<file path="config.mk">
export PLATFORM = sky130hd
export DESIGN_NAME = quad_gather_expander
export DESIGN_NICKNAME = d
export VERILOG_FILES = /design/src/rtl/qg_pkg.sv /design/src/rtl/qg_coord_gen.sv /design/src/rtl/qg_pack.sv /design/src/rtl/qg_ctrl.sv /design/src/rtl/quad_gather_expander.sv
export SDC_FILE = /design/constraint.sdc
export NUM_CORES = 1
export LEC_CHECK = 0
export BUFFER_PORTS_ARGS = -buffer_cell sky130_fd_sc_hd__buf_2
export CELL_PAD_IN_SITES_DETAIL_PLACEMENT = 0
export CELL_PAD_IN_SITES_GLOBAL_PLACEMENT = 1
export CORE_MARGIN = 2
export CORE_UTILIZATION = 40
export DETAILED_ROUTE_END_ITERATION = 8
export PLACE_DENSITY = 0.83
export REMOVE_ABC_BUFFERS = 1
export SLEW_MARGIN = 20
export SYNTH_ARGS = -nofsm -noshare
export SYNTH_HDL_FRONTEND = slang
export SYNTH_SLANG_ARGS = --single-unit
</file>
<file path="constraint.sdc">
create_clock -name clk_i -period 3.8 [get_ports clk_i]
set_input_delay 1.14 -clock clk_i [delete_from_list [all_inputs] [get_ports clk_i]]
set_output_delay 1.14 -clock clk_i [all_outputs]
set_load 0.005 [all_outputs]
</file>
<file path="src/rtl/qg_pkg.sv">
package qg_pkg;
  localparam int QG_LANES = 4;
  localparam int QG_IDX_W = $clog2(QG_LANES);

  typedef enum logic [1:0] {
    ST_IDLE    = 2'd0,
    ST_ISSUE   = 2'd1,
    ST_COLLECT = 2'd2,
    ST_RESP    = 2'd3
  } qg_state_e;

  // neighbour step per fetch slot: 0:(+1,0) 1:(0,+1) 2:(+1,+1) 3:(0,0)
  function automatic logic qg_step_x(logic [QG_IDX_W-1:0] idx);
    return (idx == 2'd0) || (idx == 2'd2);
  endfunction

  function automatic logic qg_step_y(logic [QG_IDX_W-1:0] idx);
    return (idx == 2'd1) || (idx == 2'd2);
  endfunction
endpackage

</file>
<file path="src/rtl/qg_coord_gen.sv">
module qg_coord_gen
  import qg_pkg::*;
#(
  parameter int CW = 12
) (
  input  logic [CW-1:0]       base_x_i,
  input  logic [CW-1:0]       base_y_i,
  input  logic [QG_IDX_W-1:0] idx_i,
  input  logic                quad_i,
  output logic [CW-1:0]       x_o,
  output logic [CW-1:0]       y_o,
  output logic                wrap_o
);
  logic inc_x, inc_y;

  always_comb begin
    inc_x  = quad_i & qg_step_x(idx_i);
    inc_y  = quad_i & qg_step_y(idx_i);
    x_o    = base_x_i + {{(CW-1){1'b0}}, inc_x};
    y_o    = base_y_i + {{(CW-1){1'b0}}, inc_y};
    wrap_o = quad_i & ((&base_x_i) | (&base_y_i));
  end
endmodule

</file>
<file path="src/rtl/qg_pack.sv">
module qg_pack
  import qg_pkg::*;
#(
  parameter int DW = 16
) (
  input  logic                   clk_i,
  input  logic                   rst_ni,
  input  logic                   clr_i,
  input  logic                   wr_i,
  input  logic [QG_IDX_W-1:0]    idx_i,
  input  logic [DW-1:0]          data_i,
  output logic [QG_LANES*DW-1:0] data_o
);
  for (genvar g = 0; g < QG_LANES; g++) begin : g_lane
    logic [DW-1:0] lane_q;
    always_ff @(posedge clk_i or negedge rst_ni) begin
      if (!rst_ni)                            lane_q <= '0;
      else if (clr_i)                         lane_q <= '0;
      else if (wr_i && (idx_i == QG_IDX_W'(g))) lane_q <= data_i;
    end
    assign data_o[g*DW +: DW] = lane_q;
  end
endmodule

</file>
<file path="src/rtl/qg_ctrl.sv">
module qg_ctrl
  import qg_pkg::*;
(
  input  logic                clk_i,
  input  logic                rst_ni,
  input  logic                req_valid_i,
  input  logic                quad_i,
  input  logic                err_i,
  output logic                req_ready_o,
  output logic                accept_o,
  output logic                quad_o,
  output logic                fet_valid_o,
  input  logic                fet_ready_i,
  output logic [QG_IDX_W-1:0] fet_idx_o,
  input  logic                ret_valid_i,
  output logic                ret_fire_o,
  output logic [QG_IDX_W-1:0] ret_idx_o,
  output logic                rsp_valid_o,
  input  logic                rsp_ready_i
);
  qg_state_e             state_q, state_d;
  logic [QG_IDX_W-1:0]   iss_q, ret_q, last;
  logic                  quad_q, fet_fire;

  assign req_ready_o = (state_q == ST_IDLE);
  assign accept_o    = req_ready_o & req_valid_i;
  assign quad_o      = quad_q;
  assign fet_valid_o = (state_q == ST_ISSUE);
  assign fet_fire    = fet_valid_o & fet_ready_i;
  assign ret_fire_o  = ret_valid_i & ((state_q == ST_ISSUE) | (state_q == ST_COLLECT));
  assign rsp_valid_o = (state_q == ST_RESP);
  assign fet_idx_o   = iss_q;
  assign ret_idx_o   = ret_q;
  assign last        = quad_q ? QG_IDX_W'(QG_LANES-1) : '0;

  always_comb begin
    state_d = state_q;
    unique case (state_q)
      ST_IDLE:    if (accept_o) state_d = err_i ? ST_RESP : ST_ISSUE;
      ST_ISSUE: begin
        if (ret_fire_o && ret_q == last)      state_d = ST_RESP;
        else if (fet_fire && iss_q == last)   state_d = ST_COLLECT;
      end
      ST_COLLECT: if (ret_fire_o && ret_q == last) state_d = ST_RESP;
      ST_RESP:    if (rsp_ready_i) state_d = ST_IDLE;
      default:    state_d = ST_IDLE;
    endcase
  end

  always_ff @(posedge clk_i or negedge rst_ni) begin
    if (!rst_ni) begin
      state_q <= ST_IDLE;
      iss_q   <= '0;
      ret_q   <= '0;
      quad_q  <= 1'b0;
    end else begin
      state_q <= state_d;
      if (accept_o) begin
        iss_q  <= '0;
        ret_q  <= '0;
        quad_q <= quad_i;
      end else begin
        if (fet_fire)   iss_q <= iss_q + 1'b1;
        if (ret_fire_o) ret_q <= ret_q + 1'b1;
      end
    end
  end
endmodule

</file>
<file path="src/rtl/quad_gather_expander.sv">
module quad_gather_expander
  import qg_pkg::*;
#(
  parameter int CW = 12,
  parameter int DW = 16,
  parameter int IW = 4
) (
  input  logic                   clk_i,
  input  logic                   rst_ni,
  input  logic                   req_valid_i,
  output logic                   req_ready_o,
  input  logic [CW-1:0]          req_x_i,
  input  logic [CW-1:0]          req_y_i,
  input  logic [IW-1:0]          req_id_i,
  input  logic                   req_quad_i,
  input  logic                   req_input_i,
  input  logic                   req_multi_i,
  output logic                   fet_valid_o,
  input  logic                   fet_ready_i,
  output logic [CW-1:0]          fet_x_o,
  output logic [CW-1:0]          fet_y_o,
  output logic [IW-1:0]          fet_id_o,
  input  logic                   ret_valid_i,
  input  logic [DW-1:0]          ret_data_i,
  output logic                   rsp_valid_o,
  input  logic                   rsp_ready_i,
  output logic [QG_LANES*DW-1:0] rsp_data_o,
  output logic                   rsp_wrap_o,
  output logic                   rsp_fmt_err_o
);
  logic                quad_eff, fmt_err, accept, quad_q, ret_fire, wrap;
  logic [QG_IDX_W-1:0] fet_idx, ret_idx;
  logic [CW-1:0]       x_q, y_q;
  logic [IW-1:0]       id_q;
  logic                err_q;

  assign quad_eff = req_quad_i & req_input_i & ~req_multi_i;
  assign fmt_err  = req_quad_i & req_input_i &  req_multi_i;

  always_ff @(posedge clk_i or negedge rst_ni) begin
    if (!rst_ni) begin
      x_q   <= '0;
      y_q   <= '0;
      id_q  <= '0;
      err_q <= 1'b0;
    end else if (accept) begin
      x_q   <= req_x_i;
      y_q   <= req_y_i;
      id_q  <= req_id_i;
      err_q <= fmt_err;
    end
  end

  qg_ctrl u_ctrl (
    .clk_i       (clk_i),
    .rst_ni      (rst_ni),
    .req_valid_i (req_valid_i),
    .quad_i      (quad_eff),
    .err_i       (fmt_err),
    .req_ready_o (req_ready_o),
    .accept_o    (accept),
    .quad_o      (quad_q),
    .fet_valid_o (fet_valid_o),
    .fet_ready_i (fet_ready_i),
    .fet_idx_o   (fet_idx),
    .ret_valid_i (ret_valid_i),
    .ret_fire_o  (ret_fire),
    .ret_idx_o   (ret_idx),
    .rsp_valid_o (rsp_valid_o),
    .rsp_ready_i (rsp_ready_i)
  );

  qg_coord_gen #(.CW(CW)) u_coord (
    .base_x_i (x_q),
    .base_y_i (y_q),
    .idx_i    (fet_idx),
    .quad_i   (quad_q),
    .x_o      (fet_x_o),
    .y_o      (fet_y_o),
    .wrap_o   (wrap)
  );

  qg_pack #(.DW(DW)) u_pack (
    .clk_i  (clk_i),
    .rst_ni (rst_ni),
    .clr_i  (accept),
    .wr_i   (ret_fire),
    .idx_i  (ret_idx),
    .data_i (ret_data_i),
    .data_o (rsp_data_o)
  );

  assign fet_id_o      = id_q;
  assign rsp_wrap_o    = rsp_valid_o & wrap;
  assign rsp_fmt_err_o = rsp_valid_o & err_q;
endmodule

</file>
==> metrics.md, run 1 <==
| Metric | Value |
|---|---|
| Status | `finished, final reports clean` |
| DRC Markers | `0` |
| Crit. End Element | `output pin` |
| Postcts setup bufs | `0` |
| Crit-path leading delay family | `adder cells` |
| Worst-Margin Slew | `0.772 ns` |
| Setup WS post-layout | `~0.47 ns` |
| Minimum clock period | `around 3.3 ns` |
| Library cells used by synthesis | `31` |
| Post-route ant nets | `0` |
| Grt total ovfl | `0` |
| Sw frac | `38.5%` |
| Seq pwr share | `41.9%` |
| Sequential share of the synthesized area | `56.7%` |
| Switching power total | `1.75 mW` |
| CP required | `2.66 ns` |
| Power Density | `815 mW/mm^2` |
| Die area | `~0.012 mm^2` |
| Synthesized flop and latch total | `100` |
| R2R setup slack | `roughly 1.7 ns` |
| Cts repair resizes | `0` |
| Die X | `109 um` |
| Unrepaired setup endpoints after global routing | `no` |
| Max FO, Critical Path | `5` |
| Critical Setup Path Class | `reg -> out` |
| Post-Synthesis Cells | `between 400 and 500` |
| Sum Neg Setup Slack | `0 ns` |
| Multi-input gate area | `0.00182 mm^2` |
| CP bufs+invs | `2` |
| Worst hold path stage count | `2` |
| Combinational power share | `40.3%` |
| Max stage delay on crit path | `0.40 ns` |
| Syn Std Cell Area | `approximately 0.0044 mm^2` |
| Top Ports | `150` |
| Element type at the critical path start | `flop` |
| Synth area leader | `dfrtp_1` |
| Row count | `38` |
| DR WL/cell | `between 10 and 15 um` |
| FILL cells | `1016` |
| Num CTS Buffers | `9` |
| Fin. max-slew vios | `0` |
| Max stage delay cell, worst path | `dfrtp_1` |
| Hpwl dp | `7.74 mm` |
| CP cell instances | `inv_1 -> ha_1 -> and2_2 -> ha_1 -> ha_1 -> nand4_1 -> xnor2_1 -> buf_2` |
| Reg area | `~0.0025 mm^2` |
| Hold Startpoint | `u_pack.g_lane[1].lane_q[0]$_DFFE_PN0P_` |
| Warnings, synthesis | `0` |
| Worst path most repeated cell | `ha_1` |
| Worst R2R End | `u_pack.g_lane[1].lane_q[14]$_DFFE_PN0P_` |
| Clock slew at reported path FFs | `0.09 ns` |
| Share of layout cells above drive strength 1 | `29.6%` |
| Vias in the first global route | `3643` |
| Layout area overhead | `26.4%` |
| Worst r2r src | `u_ctrl.state_q[0]$_DFFE_PN0P_` |
| VDD IR max | `289 uV` |
| Hold path endpoint | `u_pack.g_lane[1].lane_q[0]$_DFFE_PN0P_` |
| Die height | `109 um` |
| R2r worst-path depth | `6` |
| Post-synthesis area per instance | `9.31 um^2` |
| Pint | `2.80 mW` |
| Root Driver | `clkbuf_8` |
| Avg Vias per Cell | `4.85` |
| Bufs on Longest Clock Path | `2` |
| Hold_buf cts | `0` |
| Setup violators final | `0` |
| Initial core utilization | `40.9%` |
| First-pass GRT wire length | `~17 mm` |
| Routability-driven placement congestion ratio | `0.821` |
| Later-pin clock latency in the skew report | `roughly 0.37 ns` |
| Final worst-path cycle share | `87.7%` |
| Initial antenna violation count | `0` |
| # diodes | `0` |
| Synth top area share | `56.7%` |
| Number of DRC markers in iteration 0 | `between 100 and 150` |
| Hold Path Class | `reg -> reg` |
| Largest net degree at the start of global routing | `61` |
| GRT Total Usage | `between 10% and 20%` |
| Critical Path AT | `2.19 ns` |
| Relative slew slack | `48.5%` |
| Routed WL | `10.8 mm` |
| H-tree depth | `3` |
| Setup Skew | `0.00960 ns` |
| Port-buffer cells | `149` |
| Core area | `0.0108 mm^2` |
| Number of hold violations in the final report | `0` |
| Share of total power in the clock network | `17.8%` |
| Leakage | `2.95 nW` |
| CTS tree | `yes` |
| Peak Freq | `300 MHz` |
| Initial DRT Pass Iterations | `4` |
| Max-cap check violation count | `0` |
| DR vias | `roughly 3700` |
| Clk sinks | `100` |
| Top cells by area, synth | `dfrtp_1, nand2_1, o21ai_0, ha_1, xnor2_1` |
| DP Worst Slack | `0.833 ns` |
| Nets | `689` |
## logic make-up (layout without fill, tap and decap cells)
group	count (synthesis)	in the layout	share of synthesized area [%]
buffers and inverters	30	182	2.55
multiplexers	2	2	0.567
flip-flops	100	100	56.7
XOR/XNOR	22	22	4.37
adder cells (fa/ha/maj)	15	15	4.25
AND/OR/NAND/NOR	225	225	21.3
AO/OA/AOI/OAI	80	80	10.2
## cell usage after synthesis (all sizes together)
cell / n
a311oi: 1
and4: 3
a21oi: 8
inv: 8
nand4: 7
nor2: 7
nand2: 180
and2b: 1
nand2b: 1
or3: 1
o21ai: 66
or4b: 1
mux2: 1
dfrtp: 100
o21a: 1
nor2b: 1
a31o: 1
and2: 6
buf: 2
xor2: 5
xnor2: 17
a2111oi: 1
a211oi: 2
nor3: 1
ha: 15
nand3: 13
mux2i: 1
clkbuf: 20
and3: 3
## through the flow
| stage | cell area (um^2) | hold slack [ns] | total power [mW] | cells | util [%] |
|---|---|---|---|---|---|
| final | 5580 | 0.482 | 4.55 | 766 | 51.7 |
| after floorplan | 4330 | 0.442 | 2.89 | 452 | - |
| after CTS | 5580 | 0.487 | 4.61 | 766 | 51.7 |
| after global placement | 5340 | 0.457 | 3.73 | 750 | 49.5 |
| after global routing | 5580 | 0.503 | 4.97 | 766 | 51.7 |
| after detailed placement | 5340 | 0.465 | 3.80 | 750 | 49.5 |
## worst max path at each step
stage | start | to | slack [ns] | cells after the start
global placement | u_ctrl.fet_idx_o[0]$_DFFE_PN0P_ | fet_x_o[8] | 0.89 | 9
floorplan | req_valid_i | u_pack.g_lane[1].lane_q[0]$_DFFE_PN0P_ | 0.72 | 3
finish | u_ctrl.fet_idx_o[0]$_DFFE_PN0P_ | fet_y_o[10] | 0.47 | 8
detailed placement | u_ctrl.fet_idx_o[0]$_DFFE_PN0P_ | fet_x_o[8] | 0.83 | 9
global route | u_ctrl.fet_idx_o[1]$_DFFE_PN0P_ | fet_y_o[8] | 0.25 | 8
CTS | u_ctrl.fet_idx_o[0]$_DFFE_PN0P_ | fet_x_o[8] | 0.41 | 9
## layout by cell type, fill, tap and decap left out, drive strengths merged, types with 5 or more instances in the layout
master / synthesis / layout
and2: 6 / 6
clkbuf: 20 / 10
a21oi: 8 / 8
inv: 8 / 8
nor2: 7 / 7
buf: 2 / 158
nand4: 7 / 7
nand3: 13 / 13
ha: 15 / 15
nand2: 180 / 180
dfrtp: 100 / 100
xnor2: 17 / 17
o21ai: 66 / 66
xor2: 5 / 5
## worst min-delay path: stages, from the launching register on
cell	delay (ns)
dfrtp_1	0.35
nand2_1	0.04
o21ai_0	0.06
## power groups by stage
stage	registers, mW	clock network (mW)	logic, mW
2_1_floorplan	1.90	0	0.990
3_3_place_gp	1.91	0	1.81
3_5_place_dp	1.93	0	1.87
4_1_cts	1.91	0.825	1.87
5_1_grt	1.97	0.878	2.12
6_report	1.91	0.808	1.84
## per-layer routing
layer / vias up / share of wire, % / global-route usage [%]
met5: - / 0 / 0
met3: 14 / 6.9 / 3.77
met1: 1733 / 44 / 24.4
met4: 0 / 1.7 / 7.14
met2: 125 / 47 / 31.4
li1: 1843 / - / -
## sequential cells by signal, summed over array words and instances (netlist names)
name,flops
u_pack.g_lane.lane_q,64
err_q,1
u_ctrl.fet_idx_o,2
y_q,12
u_ctrl.quad_o,1
fet_id_o,4
x_q,12
u_ctrl.state_q,2
u_ctrl.ret_idx_o,2
## cell type report
class / count / share of cell area (%)
clock inverter: 6 / 2.02
sequential: 100 / 44.9
clock buffer: 10 / 2.29
tap: 140 / 3.14
inverter: 8 / 0.538
multi-input combinational: 344 / 32.5
timing repair buffer: 158 / 14.6
No activity file was read; power rests on OpenSTA's default activity.
==> run 2: changes to the inputs <==
--- a/config.mk
+++ b/config.mk
@@ -6,10 +6,8 @@
 export NUM_CORES = 1
 export LEC_CHECK = 0
 export BUFFER_PORTS_ARGS = -buffer_cell sky130_fd_sc_hd__buf_2
-export CELL_PAD_IN_SITES_DETAIL_PLACEMENT = 0
-export CELL_PAD_IN_SITES_GLOBAL_PLACEMENT = 1
 export CORE_MARGIN = 2
-export CORE_UTILIZATION = 40
+export CORE_UTILIZATION = 54
 export DETAILED_ROUTE_END_ITERATION = 8
 export PLACE_DENSITY = 0.83
 export REMOVE_ABC_BUFFERS = 1
==> run 2 against run 1 <==
  * Maximum frequency down 2.2%
  * Count of clock-buffer cells in the layout unchanged
  * Via count rose by 2.4%
  * Die area down 25%
  * Non-clock buffer count down 2
  * Utilization grew 19 points
  * Critical path depth rose by 1
  * Cell count is 5.2% lower
  * Routed wire length is 1.9% lower
  * Setup slack worse by 0.076 ns
  * Combinational power about the same
  * Clock power decreased by 20%
  * Largest power group unchanged
==> metrics.md, run 2 (synthesis results as in run 1) <==
| Metric | Value |
|---|---|
| Max-cap check violation count | `0 (unchanged)` |
| Setup Skew | `0.0196 ns (+0.00997 ns)` |
| Worst R2R End | `u_ctrl.state_q[1]$_DFFE_PN0P_` |
| Layout area overhead | `24.3%` |
| Status | `finished, final reports clean` |
| DR vias | `3803 (+2.4%)` |
| Minimum clock period | `3.41 ns (+0.0762 ns)` |
| Power Density | `804 mW/mm^2 (-1.4%)` |
| H-tree depth | `3 (unchanged)` |
| # diodes | `0 (unchanged)` |
| Clk sinks | `100 (unchanged)` |
| Grt total ovfl | `0 (unchanged)` |
| Element type at the critical path start | `flop` |
| Setup violators final | `0 (unchanged)` |
| Root Driver | `clkbuf_8` |
| Avg Vias per Cell | `5.24 (+8.0%)` |
| GRT Total Usage | `24.8% (+6.0 points)` |
| Vias in the first global route | `3726 (+2.3%)` |
| Critical Path AT | `2.27 ns (+0.08 ns)` |
| Number of hold violations in the final report | `0 (unchanged)` |
| Initial DRT Pass Iterations | `4 (unchanged)` |
| R2r worst-path depth | `6 (unchanged)` |
| Initial core utilization | `56.5% (+16 points)` |
| Num CTS Buffers | `9 (unchanged)` |
| Max reg flops | `64 (unchanged)` |
| Fin. max-slew vios | `0 (unchanged)` |
| Most common cell after layout, fill and taps aside | `nand2_1` |
| CP required | `2.66 ns (about the same)` |
| DRC Markers | `0 (unchanged)` |
| Largest net degree at the start of global routing | `92 (+51%)` |
| Most frequent cells in the layout | `nand2_1, buf_2, dfrtp_1` |
| Max FO, Critical Path | `4 (-1)` |
| Post-route ant nets | `0 (unchanged)` |
| Initial antenna violation count | `0 (unchanged)` |
| Crit. End Element | `output pin` |
| Nets | `687 (-0.29%)` |
| Leakage | `2.93 nW (-0.52%)` |
| Relative slew slack | `45.6% (-2.9 points)` |
| Combinational power share | `41.9% (+1.6 points)` |
| DP Worst Slack | `0.799 ns (-0.0343 ns)` |
| Critical Path Sink | `fet_x_o[8]` |
| Hold_buf cts | `0 (unchanged)` |
| Cts repair resizes | `0 (unchanged)` |
| Reg with most FFs | `u_pack.g_lane.lane_q` |
| Worst-Margin Slew | `0.816 ns (+0.0440 ns)` |
| Core area | `0.00781 mm^2 (-28%)` |
| Die height | `94.4 um (-13%)` |
| Critical path launch point | `u_ctrl.fet_idx_o[0]$_DFFE_PN0P_` |
| CTS tree | `yes` |
| Share of total power in the clock network | `14.7% (-3.1 points)` |
| Final worst-path cycle share | `89.7% (+2.0 points)` |
| Bufs on Longest Clock Path | `2 (unchanged)` |
| Routability-driven placement congestion ratio | `0.904 (+10%)` |
| Pint | `2.63 mW (-5.9%)` |
| Port-buffer cells | `149 (unchanged)` |
| Seq pwr share | `43.4% (+1.5 points)` |
| Largest registers | `u_pack.g_lane.lane_q: 64 flops, x_q: 12 flops, y_q: 12 flops` |
| Hpwl dp | `7.73 mm (-0.20%)` |
| Total design power | `4.41 mW (-3.0%)` |
| Share of layout cells above drive strength 1 | `29.3% (-0.23 points)` |
| VDD IR max | `446 uV (+54%)` |
| Top Ports | `150 (unchanged)` |
| Row count | `32 (-16%)` |
| Setup WS post-layout | `0.390 ns (-0.0762 ns)` |
| Postcts setup bufs | `0 (unchanged)` |
| Switching power total | `1.78 mW (+1.6%)` |
| R2R setup slack | `1.84 ns (+0.16 ns)` |
| Sw frac | `40.4% (+1.8 points)` |
| DR WL/cell | `14.6 um (+3.6%)` |
| Hold Path Class | `reg -> reg` |
| Peak Freq | `293 MHz (-2.2%)` |
| First-pass GRT wire length | `17.1 mm (-0.80%)` |
| Routed WL | `10.6 mm (-1.9%)` |
| Clock slew at reported path FFs | `0.10 ns (about the same)` |
| Critical Setup Path Class | `reg -> out` |
| Die area | `0.00891 mm^2 (-25%)` |
| Die X | `94.4 um (-13%)` |
| Sum Neg Setup Slack | `0 ns (unchanged)` |
| Number of DRC markers in iteration 0 | `159 (+46%)` |
| Later-pin clock latency in the skew report | `0.37 ns (about the same)` |
| Worst r2r src | `u_ctrl.state_q[0]$_DFFE_PN0P_` |
| Unrepaired setup endpoints after global routing | `no` |
==> run 2: layout make-up <==
type | instances | area [um^2]
multi-input combinational | 344 | 1810
clock buffer | 10 | 138
sequential | 100 | 2500
inverter | 8 | 30.0
fill | 644 | 2320
timing repair buffer | 156 | 817
clock inverter | 6 | 58.8
tap | 102 | 128
==> run 2: per-layer routing <==
metal	wire, um	GRT usage, %	part of all wire [%]
met3	591	5.51	5.6
met5	0	0	0
met1	4490	32.4	42
met4	333	12.0	3.1
met2	5190	39.8	49
==> run 2: worst min path at each step <==
| stage | startpoint | end | slack (ns) | cells past startpoint |
|---|---|---|---|---|
| floorplan | err_q$_DFFE_PN0P_ | err_q$_DFFE_PN0P_ | 0.44 | 2 |
| global placement | fet_id_o[2]$_DFFE_PN0P_ | fet_id_o[2]$_DFFE_PN0P_ | 0.45 | 2 |
| detailed placement | fet_id_o[3]$_DFFE_PN0P_ | fet_id_o[3]$_DFFE_PN0P_ | 0.46 | 2 |
| CTS | fet_id_o[3]$_DFFE_PN0P_ | fet_id_o[3]$_DFFE_PN0P_ | 0.49 | 2 |
| global route | u_pack.g_lane[3].lane_q[4]$_DFFE_PN0P_ | u_pack.g_lane[3].lane_q[4]$_DFFE_PN0P_ | 0.52 | 2 |
| finish | u_pack.g_lane[0].lane_q[3]$_DFFE_PN0P_ | u_pack.g_lane[0].lane_q[3]$_DFFE_PN0P_ | 0.48 | 2 |
==> run 2: power groups by stage <==
stage | registers [mW] | clock network, mW | logic, mW
after floorplan | 1.90 | 0 | 0.990
after global placement | 1.91 | 0 | 1.78
after detailed placement | 1.93 | 0 | 1.87
after CTS | 1.91 | 0.665 | 1.88
after global routing | 1.98 | 0.709 | 2.11
final | 1.91 | 0.650 | 1.85
==> run 2: stage by stage <==
step | hold slack, ns | utilization [%] | std cells | area [um^2]
global route | 0.522 | 70.3 | 726 | 5490
global placement | 0.452 | 67.7 | 710 | 5290
detailed placement | 0.463 | 67.7 | 710 | 5290
floorplan | 0.442 | - | 452 | 4330
finish | 0.482 | 70.3 | 726 | 5490
CTS | 0.486 | 70.2 | 726 | 5480
==> run 2: worst max-delay path: stages, from the launching register on <==
cell and delay, ns:
dfrtp_1 0.40, inv_1 0.12, ha_1 0.17, o21a_1 0.12
ha_1 0.20, ha_1 0.20, nand3_1 0.17, nand2b_1 0.21
xnor2_1 0.17, buf_2 0.14
